File: config.mk
export PLATFORM = sky130hd
export DESIGN_NAME = alu6_core
export DESIGN_NICKNAME = d
export VERILOG_FILES = /design/src/rtl/alu6_pkg.sv /design/src/rtl/alu6_operand_prep.sv /design/src/rtl/alu6_flags.sv /design/src/rtl/alu6_ctrl.sv /design/src/rtl/alu6_datapath.sv /design/src/rtl/alu6_core.sv
export SDC_FILE = /design/constraint.sdc
export NUM_CORES = 1
export LEC_CHECK = 0
export BUFFER_PORTS_ARGS = -buffer_cell sky130_fd_sc_hd__buf_2
export CORE_MARGIN = 2
export CORE_UTILIZATION = 51
export DETAILED_ROUTE_END_ITERATION = 12
export PLACE_DENSITY_LB_ADDON = 0.25
export SYNTH_ARGS = -nofsm -noshare
export SYNTH_HDL_FRONTEND = slang
export SYNTH_SLANG_ARGS = --single-unit
File: constraint.sdc
create_clock -name vclk -period 4.05
set_input_delay 0.405 -clock vclk [all_inputs]
set_output_delay 0.405 -clock vclk [all_outputs]
set_load 0.005 [all_outputs]
File: src/rtl/alu6_pkg.sv
package alu6_pkg;
  localparam int CTRL_BITS = 6;

  // One strobe per pipeline step, in control-code order (MSB first).
  typedef struct packed {
    logic zeroX;
    logic negX;
    logic zeroY;
    logic negY;
    logic addSel;
    logic negOut;
  } aluStrobes_t;
endpackage

File: src/rtl/alu6_operand_prep.sv
module alu6_operand_prep #(
  parameter int W = 16
) (
  input  logic [W-1:0] raw,
  input  logic         clear,
  input  logic         flip,
  output logic [W-1:0] shaped
);
  logic [W-1:0] cleared;

  // Clear happens first; the complement acts on the cleared value.
  assign cleared = clear ? '0 : raw;
  assign shaped  = flip ? ~cleared : cleared;
endmodule

File: src/rtl/alu6_flags.sv
module alu6_flags #(
  parameter int W = 16
) (
  input  logic [W-1:0] value,
  output logic         isZero,
  output logic         isNeg
);
  assign isZero = ~|value;
  assign isNeg  = value[W-1];
endmodule

File: src/rtl/alu6_ctrl.sv
module alu6_ctrl
  import alu6_pkg::*;
(
  input  logic [CTRL_BITS-1:0] code,
  output aluStrobes_t          strobes
);
  always_comb begin
    strobes.zeroX  = code[5];
    strobes.negX   = code[4];
    strobes.zeroY  = code[3];
    strobes.negY   = code[2];
    strobes.addSel = code[1];
    strobes.negOut = code[0];
  end
endmodule

File: src/rtl/alu6_datapath.sv
module alu6_datapath
  import alu6_pkg::*;
#(
  parameter int W = 16
) (
  input  logic [W-1:0] opA,
  input  logic [W-1:0] opB,
  input  aluStrobes_t  strobes,
  output logic [W-1:0] result,
  output logic         isZero,
  output logic         isNeg
);
  localparam int NUM_OPS = 2;

  logic [NUM_OPS-1:0][W-1:0] rawOps;
  logic [NUM_OPS-1:0][W-1:0] shapedOps;
  logic [NUM_OPS-1:0]        clearOps;
  logic [NUM_OPS-1:0]        flipOps;
  logic [W-1:0]              sumVal;
  logic [W-1:0]              andVal;
  logic [W-1:0]              combined;

  assign rawOps[0]   = opA;
  assign rawOps[1]   = opB;
  assign clearOps[0] = strobes.zeroX;
  assign clearOps[1] = strobes.zeroY;
  assign flipOps[0]  = strobes.negX;
  assign flipOps[1]  = strobes.negY;

  for (genvar i = 0; i < NUM_OPS; i++) begin : g_prep
    alu6_operand_prep #(.W(W)) u_prep (
      .raw   (rawOps[i]),
      .clear (clearOps[i]),
      .flip  (flipOps[i]),
      .shaped(shapedOps[i])
    );
  end

  // The sum is kept at W bits, so the carry out of the top bit is dropped.
  assign sumVal   = shapedOps[0] + shapedOps[1];
  assign andVal   = shapedOps[0] & shapedOps[1];
  assign combined = strobes.addSel ? sumVal : andVal;
  assign result   = strobes.negOut ? ~combined : combined;

  alu6_flags #(.W(W)) u_flags (
    .value (result),
    .isZero(isZero),
    .isNeg (isNeg)
  );
endmodule

File: src/rtl/alu6_core.sv
module alu6_core
  import alu6_pkg::*;
#(
  parameter int W = 16
) (
  input  logic [W-1:0]         opA,
  input  logic [W-1:0]         opB,
  input  logic [CTRL_BITS-1:0] ctrl,
  output logic [W-1:0]         result,
  output logic                 isZero,
  output logic                 isNeg
);
  aluStrobes_t strobes;

  alu6_ctrl u_ctrl (
    .code   (ctrl),
    .strobes(strobes)
  );

  alu6_datapath #(.W(W)) u_dp (
    .opA    (opA),
    .opB    (opB),
    .strobes(strobes),
    .result (result),
    .isZero (isZero),
    .isNeg  (isNeg)
  );
endmodule

==> results.md, run 1 <==
- Clk pwr share: 0%
- Grt met1 use: around 34%
- Internal power: 0.280 mW
- Share of cells above drive strength 1: 27.7%
- Number of remaining DRC errors: 0
- DP Cell Count: approximately 370
- Fmax: between 200 and 300 MHz
- Fin crit share: a little over nine tenths
- Worst setup SP type: input port
- Wirelength per Cell: between 10 and 15 um
- Global routing's busiest layer: met2
- Switching share of power: 52.2%
- Dpl hpwl: 3.95 mm
- Die ar.: between 0.004 and 0.005 mm2
- Final Cell Area: 0.00241 mm2
- Critical Path AT: 3.51 ns
- GP Congestion: 0.859
- Initial DRC Count: 163
- Largest family of logic cells by synthesized area: simple AND/OR/NAND/NOR gates
- Post-synthesis mux area share: 3.28%
- Port Buffers: 56
- Required time of the worst setup path: around 3.6 ns
- FF+latch area: 0 um2
- Synth Area in Adders: between 10 and 15%
- Post-synthesis compound-gate area fraction: roughly a quarter
- Drt first pass iters: 4
- Initial Utilization: roughly 54%
- Crit path max fanout: 5
- Met2 global-route usage: between 30% and 40%
- Nets@finish: ~380
- Syn Std Cell Area: about 0.0020 mm2
- Static Leakage: a little over 1 nW
- Antenna viol nets, final: 0
- Wire length of the first global-routing pass: a little over 8 mm
- Row cnt: 22
- Flop pwr share: 0%
- Area grow syn2layout: 21.2%
- Congestion Overflow GR: 0
- Largest net degree at the start of global routing: 34
- Clkbuf count: 0
- Final hold vios: 0
- Placed Area: 0.00232 mm2
- Synth cell types: 60
- Hold Crit Depth: 3
- Number of antenna violations at the first check in global routing: 0
- Chip width: approximately 66 um
- Hold-fix buffers, CTS: 0
- Post-Layout Cell Count: between 300 and 400
- Seq/Total Area, Yosys: 0%
- Max-slew headroom at the worst pin: roughly 53%
- Fillers: around 370
- Drt via density: ~5.8
- Worst setup path start: ctrl[3]
- Multi-input logic area: just under 0.002 mm2
- Max VDD drop: between 0.0001 and 0.00015 V
- Setup total negative slack: 0 ns
- Endpoints failing setup: 0
- Critical path class: input port to primary output
- Routing usage on met3: 0.852%
- Pwr dens: ~240 mW/mm2
- Outcome: complete, no violations
- Fin crit period: between 3 and 4 ns
- Logic gate share of total power: 100.0%
- FFs & Latches: 0
- Routed vias: 2,159
- Post-Synth Simple-Gate Area: between 30 and 40%
- Top-Level Pins: 56
- Total Wirelength: 4.98 mm
- Post-Synth XOR/XNOR Area: between 20% and 30%
- Slew @ Worst Pin: 0.711 ns
- Vias in the first global route: 1,804
- Most frequent cells in the layout: buf_2 (55), xnor2_1 (45), nand2b_1 (33)
- Max Cap Violations: 0
- Yosys warnings: 0
- Syn_nets: between 300 and 400
- Hold Path Class: input port to primary output
- Mapped Cells: between 200 and 300
- Total Power: slightly below 0.6 mW
- Area of the core: about 0.0037 mm2
- Hold_sp: ctrl[0]
- Total GRT Usage: about 22%
- Synth Area per Inst: between 7 and 8 um2
- Ant diodes: 0
- Hold EP: result[6]
- Die Ht: 66.4 um
- Commonest non-fill, non-tap cell in the layout: buf_2
- CP endpoint kind: primary output
- Net Switching: 0.305 mW
- Slew Limit Fails: 0
## layer usage
layer | up-vias | wire length (um) | share of wire [%]
met5 | - | 0 | 0
met4 | 0 | 40 | 0.80
met3 | 4 | 223 | 4.5
met2 | 59 | 2220 | 45
met1 | 997 | 2490 | 50
li1 | 1099 | - | -
## stage by stage
| step | hold WS, ns | utilization, % | setup WS (ns) |
|---|---|---|---|
| after floorplan | 1.12 | - | 0.0225 |
| after global placement | 1.30 | 63.0 | 0.0696 |
| after detailed placement | 1.30 | 63.0 | -0.0651 |
| after CTS | 1.30 | 63.0 | 0.0343 |
| after global routing | 1.33 | 65.3 | -0.00173 |
| final | 1.30 | 65.3 | 0.135 |
## cell type report
| type | count | area share [%] |
|---|---|---|
| Multi-Input combinational cell | 251 | 80.6 |
| Tap cell | 48 | 2.49 |
| Inverter | 4 | 0.624 |
| Timing Repair Buffer | 70 | 16.3 |
## power groups by stage
stage | Clock (mW) | Combinational, mW | Sequential, mW
6_report | 0 | 0.585 | 0
5_1_grt | 0 | 0.649 | 0
4_1_cts | 0 | 0.559 | 0
3_5_place_dp | 0 | 0.555 | 0
3_3_place_gp | 0 | 0.546 | 0
2_1_floorplan | 0 | 0.407 | 0
## critical path, stage by stage
cell and delay (ns):
buf_2 0.13, nand2b_4 0.14, xnor2_1 0.12, ha_2 0.19
fa_2 0.37, a211o_4 0.37, a2111oi_4 0.46, buf_4 0.19
o21ai_1 0.08, and4b_1 0.25, a211oi_4 0.27, mux2i_1 0.14
nor4b_2 0.25, buf_2 0.15
## logic make-up (layout without fill, tap and decap cells)
group,Yosys count,count (layout)
xor+xnor,47,47
fa+ha+maj,17,17
compound gates,68,68
buf+inv,26,74
simple gates,113,113
mux,6,6
## cells in the mapped netlist (all sizes together), types with 5 or more instances
library cell,n,area [um2]
nand2b,35,219
mux2i,5,50.1
xnor2,47,412
o21ai,8,40.0
a21oi,16,80.1
clkbuf,16,60.1
buf,6,33.8
nor3,8,45.0
nand3,7,35.0
ha,16,200
nand2,11,41.3
nor2,23,86.3
a211oi,7,57.6
a211o,5,53.8
o211ai,5,37.5
## timing repair
item | CTS | global route
buffers inserted | 0 | 2
pin swaps | 1 | 12
gates resized for setup | 1 | 10
setup endpoints to repair | 1 | 1
## worst max path at each step
stage	end	slack, ns	cells after the start
after global routing	isZero	-0.002	13
after detailed placement	isZero	-0.07	13
after floorplan	isZero	0.02	11
after global placement	isZero	0.07	13
after CTS	isZero	0.03	13
final	isZero	0.13	14
(Power assumes the default switching activity.)
==> run 2: changes to the inputs <==
--- a/config.mk
+++ b/config.mk
@@ -6,10 +6,12 @@
 export NUM_CORES = 1
 export LEC_CHECK = 0
 export BUFFER_PORTS_ARGS = -buffer_cell sky130_fd_sc_hd__buf_2
+export CORE_ASPECT_RATIO = 0.6
 export CORE_MARGIN = 2
 export CORE_UTILIZATION = 51
 export DETAILED_ROUTE_END_ITERATION = 12
-export PLACE_DENSITY_LB_ADDON = 0.25
+export PLACE_DENSITY_LB_ADDON = 0.3
+export SETUP_SLACK_MARGIN = 0.3
 export SYNTH_ARGS = -nofsm -noshare
 export SYNTH_HDL_FRONTEND = slang
 export SYNTH_SLANG_ARGS = --single-unit
==> results.md, run 2 (synthesized netlist as in run 1, its figures left out) <==
- CP delay by family, top: simple AND/OR/NAND/NOR gates
- Hold_ws: 1.30 ns (+0.00337 ns)
- Area grow syn2layout: 25.3%
- Row cnt: 17 (-23%)
- Total GRT Usage: 24.8% (+2.3 points)
- Max-slew headroom at the worst pin: 65.9% (+13 points)
- Outcome: complete, no violations
- Ant diodes: 0 (unchanged)
- Most used cell, CP: buf_2
- Clkbuf count: 0 (unchanged)
- Congestion Overflow GR: 0 (unchanged)
- Static Leakage: 1.04 nW (+1.9%)
- Share of cells above drive strength 1: 32.6% (+4.9 points)
- Worst setup path start: ctrl[3]
- Hold_sp: ctrl[0]
- Hold Path Class: input port to primary output
- Initial Utilization: 53.7% (-0.18 points)
- Fin crit share: 93.6% (-3.1 points)
- Pwr dens: 254 mW/mm2 (+4.4%)
- Post-Layout Cell Count: 378 (+1.3%)
- Max Cap Violations: 0 (unchanged)
- Slowest-stage cell, CP: or3b_4
- Nets@finish: 388 (+1.6%)
- DP Cell Count: 369 (-0.54%)
- Dpl hpwl: 4.36 mm (+10%)
- Wire length of the first global-routing pass: 9.16 mm (+12%)
- Slew Limit Fails: 0 (unchanged)
- Critical path class: input port to primary output
- RSZ-0062 raised after global routing: yes
- Final hold vios: 0 (unchanged)
- CP max stage delay: 0.39 ns (-0.07 ns)
- Most frequent cells in the layout: buf_2 (55), xnor2_1 (46), nand2b_1 (33)
- Routed vias: 2,201 (+1.9%)
- Vias in the first global route: 1,901 (+5.4%)
- GP Congestion: 0.907 (+5.6%)
- Top-Level Pins: 56 (unchanged)
- Port Buffers: 56 (unchanged)
- Max VDD drop: 0.000138 V (+16%)
- Drt via density: 5.82 (+0.60%)
- Critical Path AT: 3.38 ns (-0.13 ns)
- Die Ht: 52.3 um (-21%)
- Commonest non-fill, non-tap cell in the layout: buf_2
- Total Wirelength: 5.55 mm (+12%)
- CP endpoint kind: primary output
- Worst path buffer plus inverter count: 3 (unchanged)
- FF+latch area: 0 um2 (unchanged)
- Fmax: 264 MHz (+3.3%)
- Area of the core: 0.00370 mm2 (+0.34%)
- Final worst setup slack: 0.261 ns (+0.126 ns)
- Initial DRC Count: 152 (-6.7%)
- Fin crit period: 3.79 ns (-0.126 ns)
- Slew @ Worst Pin: 0.507 ns (-0.204 ns)
- Crit-path cells: buf_2 -> nand2b_4 -> xnor2_1 -> ha_2 -> fa_2 -> a211o_4 -> a2111oi_4 -> buf_4 -> nor3_2 -> or3b_4 -> mux2_4 -> nor4_2 -> nor4b_2 -> buf_2
- Hold-fix buffers, CTS: 0 (unchanged)
- Number of remaining DRC errors: 0 (unchanged)
- Die ar.: 0.00442 mm2 (+0.37%)
- Number of antenna violations at the first check in global routing: 0 (unchanged)
- Pre-CTS setup slack: 0.0701 ns (+0.135 ns)
- Antenna viol nets, final: 0 (unchanged)
- Drt first pass iters: 4 (unchanged)
- Largest net degree at the start of global routing: 34 (unchanged)
- Endpoints failing setup: 0 (unchanged)
- Setup total negative slack: 0 ns (unchanged)
- Required time of the worst setup path: 3.64 ns (about the same)
- FFs & Latches: 0 (unchanged)
- Wirelength per Cell: 14.7 um (+10%)
- Crit path max fanout: 4 (-1)
- Worst setup SP type: input port
- Chip width: 84.6 um (+27%)
## run 2: cell types whose count changed in the layout (fill, tap and decap cells not counted), sizes merged
| cell | change |
|---|---|
| buf | +6 |
## run 2: worst paths after layout
| kind | cells past startpoint | endpoint |
|---|---|---|
| worst max-delay path | 14 | isZero |
| worst min-delay path | 3 | result[5] |
## run 2: per-stage QoR
stage | area, um2 | power [mW] | util [%]
floorplan | 2000 | 0.409 | -
global placement | 2320 | 0.550 | 62.6
detailed placement | 2320 | 0.562 | 62.6
CTS | 2390 | 0.583 | 64.7
global route | 2490 | 0.690 | 67.2
finish | 2490 | 0.631 | 67.2
## run 2: where the power goes
group          leakage [nW]  total, mW  internal, mW  switching, mW
logic                  1.04      0.631         0.300          0.331
clock network             0          0             0              0
registers                 0          0             0              0
total                  1.04      0.631         0.300          0.331
## run 2: final cells by class
| cell class | count | area (um2) |
|---|---|---|
| Multi-Input combinational cell | 251 | 1970 |
| Timing Repair Buffer | 76 | 444 |
| Tap cell | 47 | 58.8 |
| Inverter | 4 | 15.0 |
| Fill cell | 334 | 1210 |
## run 2: repair_timing
action | in CTS | in global routing
setup buffers | 5 | 4
setup endpoints to repair | 1 | 6
resized for setup | 8 | 17
pin swaps | 9 | 8
## run 2: metal layers
metal / vias to the layer above / track usage [%] / part of all wire (%)
li1: 1109 / - / -
met1: 1004 / 38.5 / 51
met2: 88 / 40.0 / 40
met3: 0 / 0.945 / 9.2
met5: - / 0 / 0
met4: 0 / 0 / 0
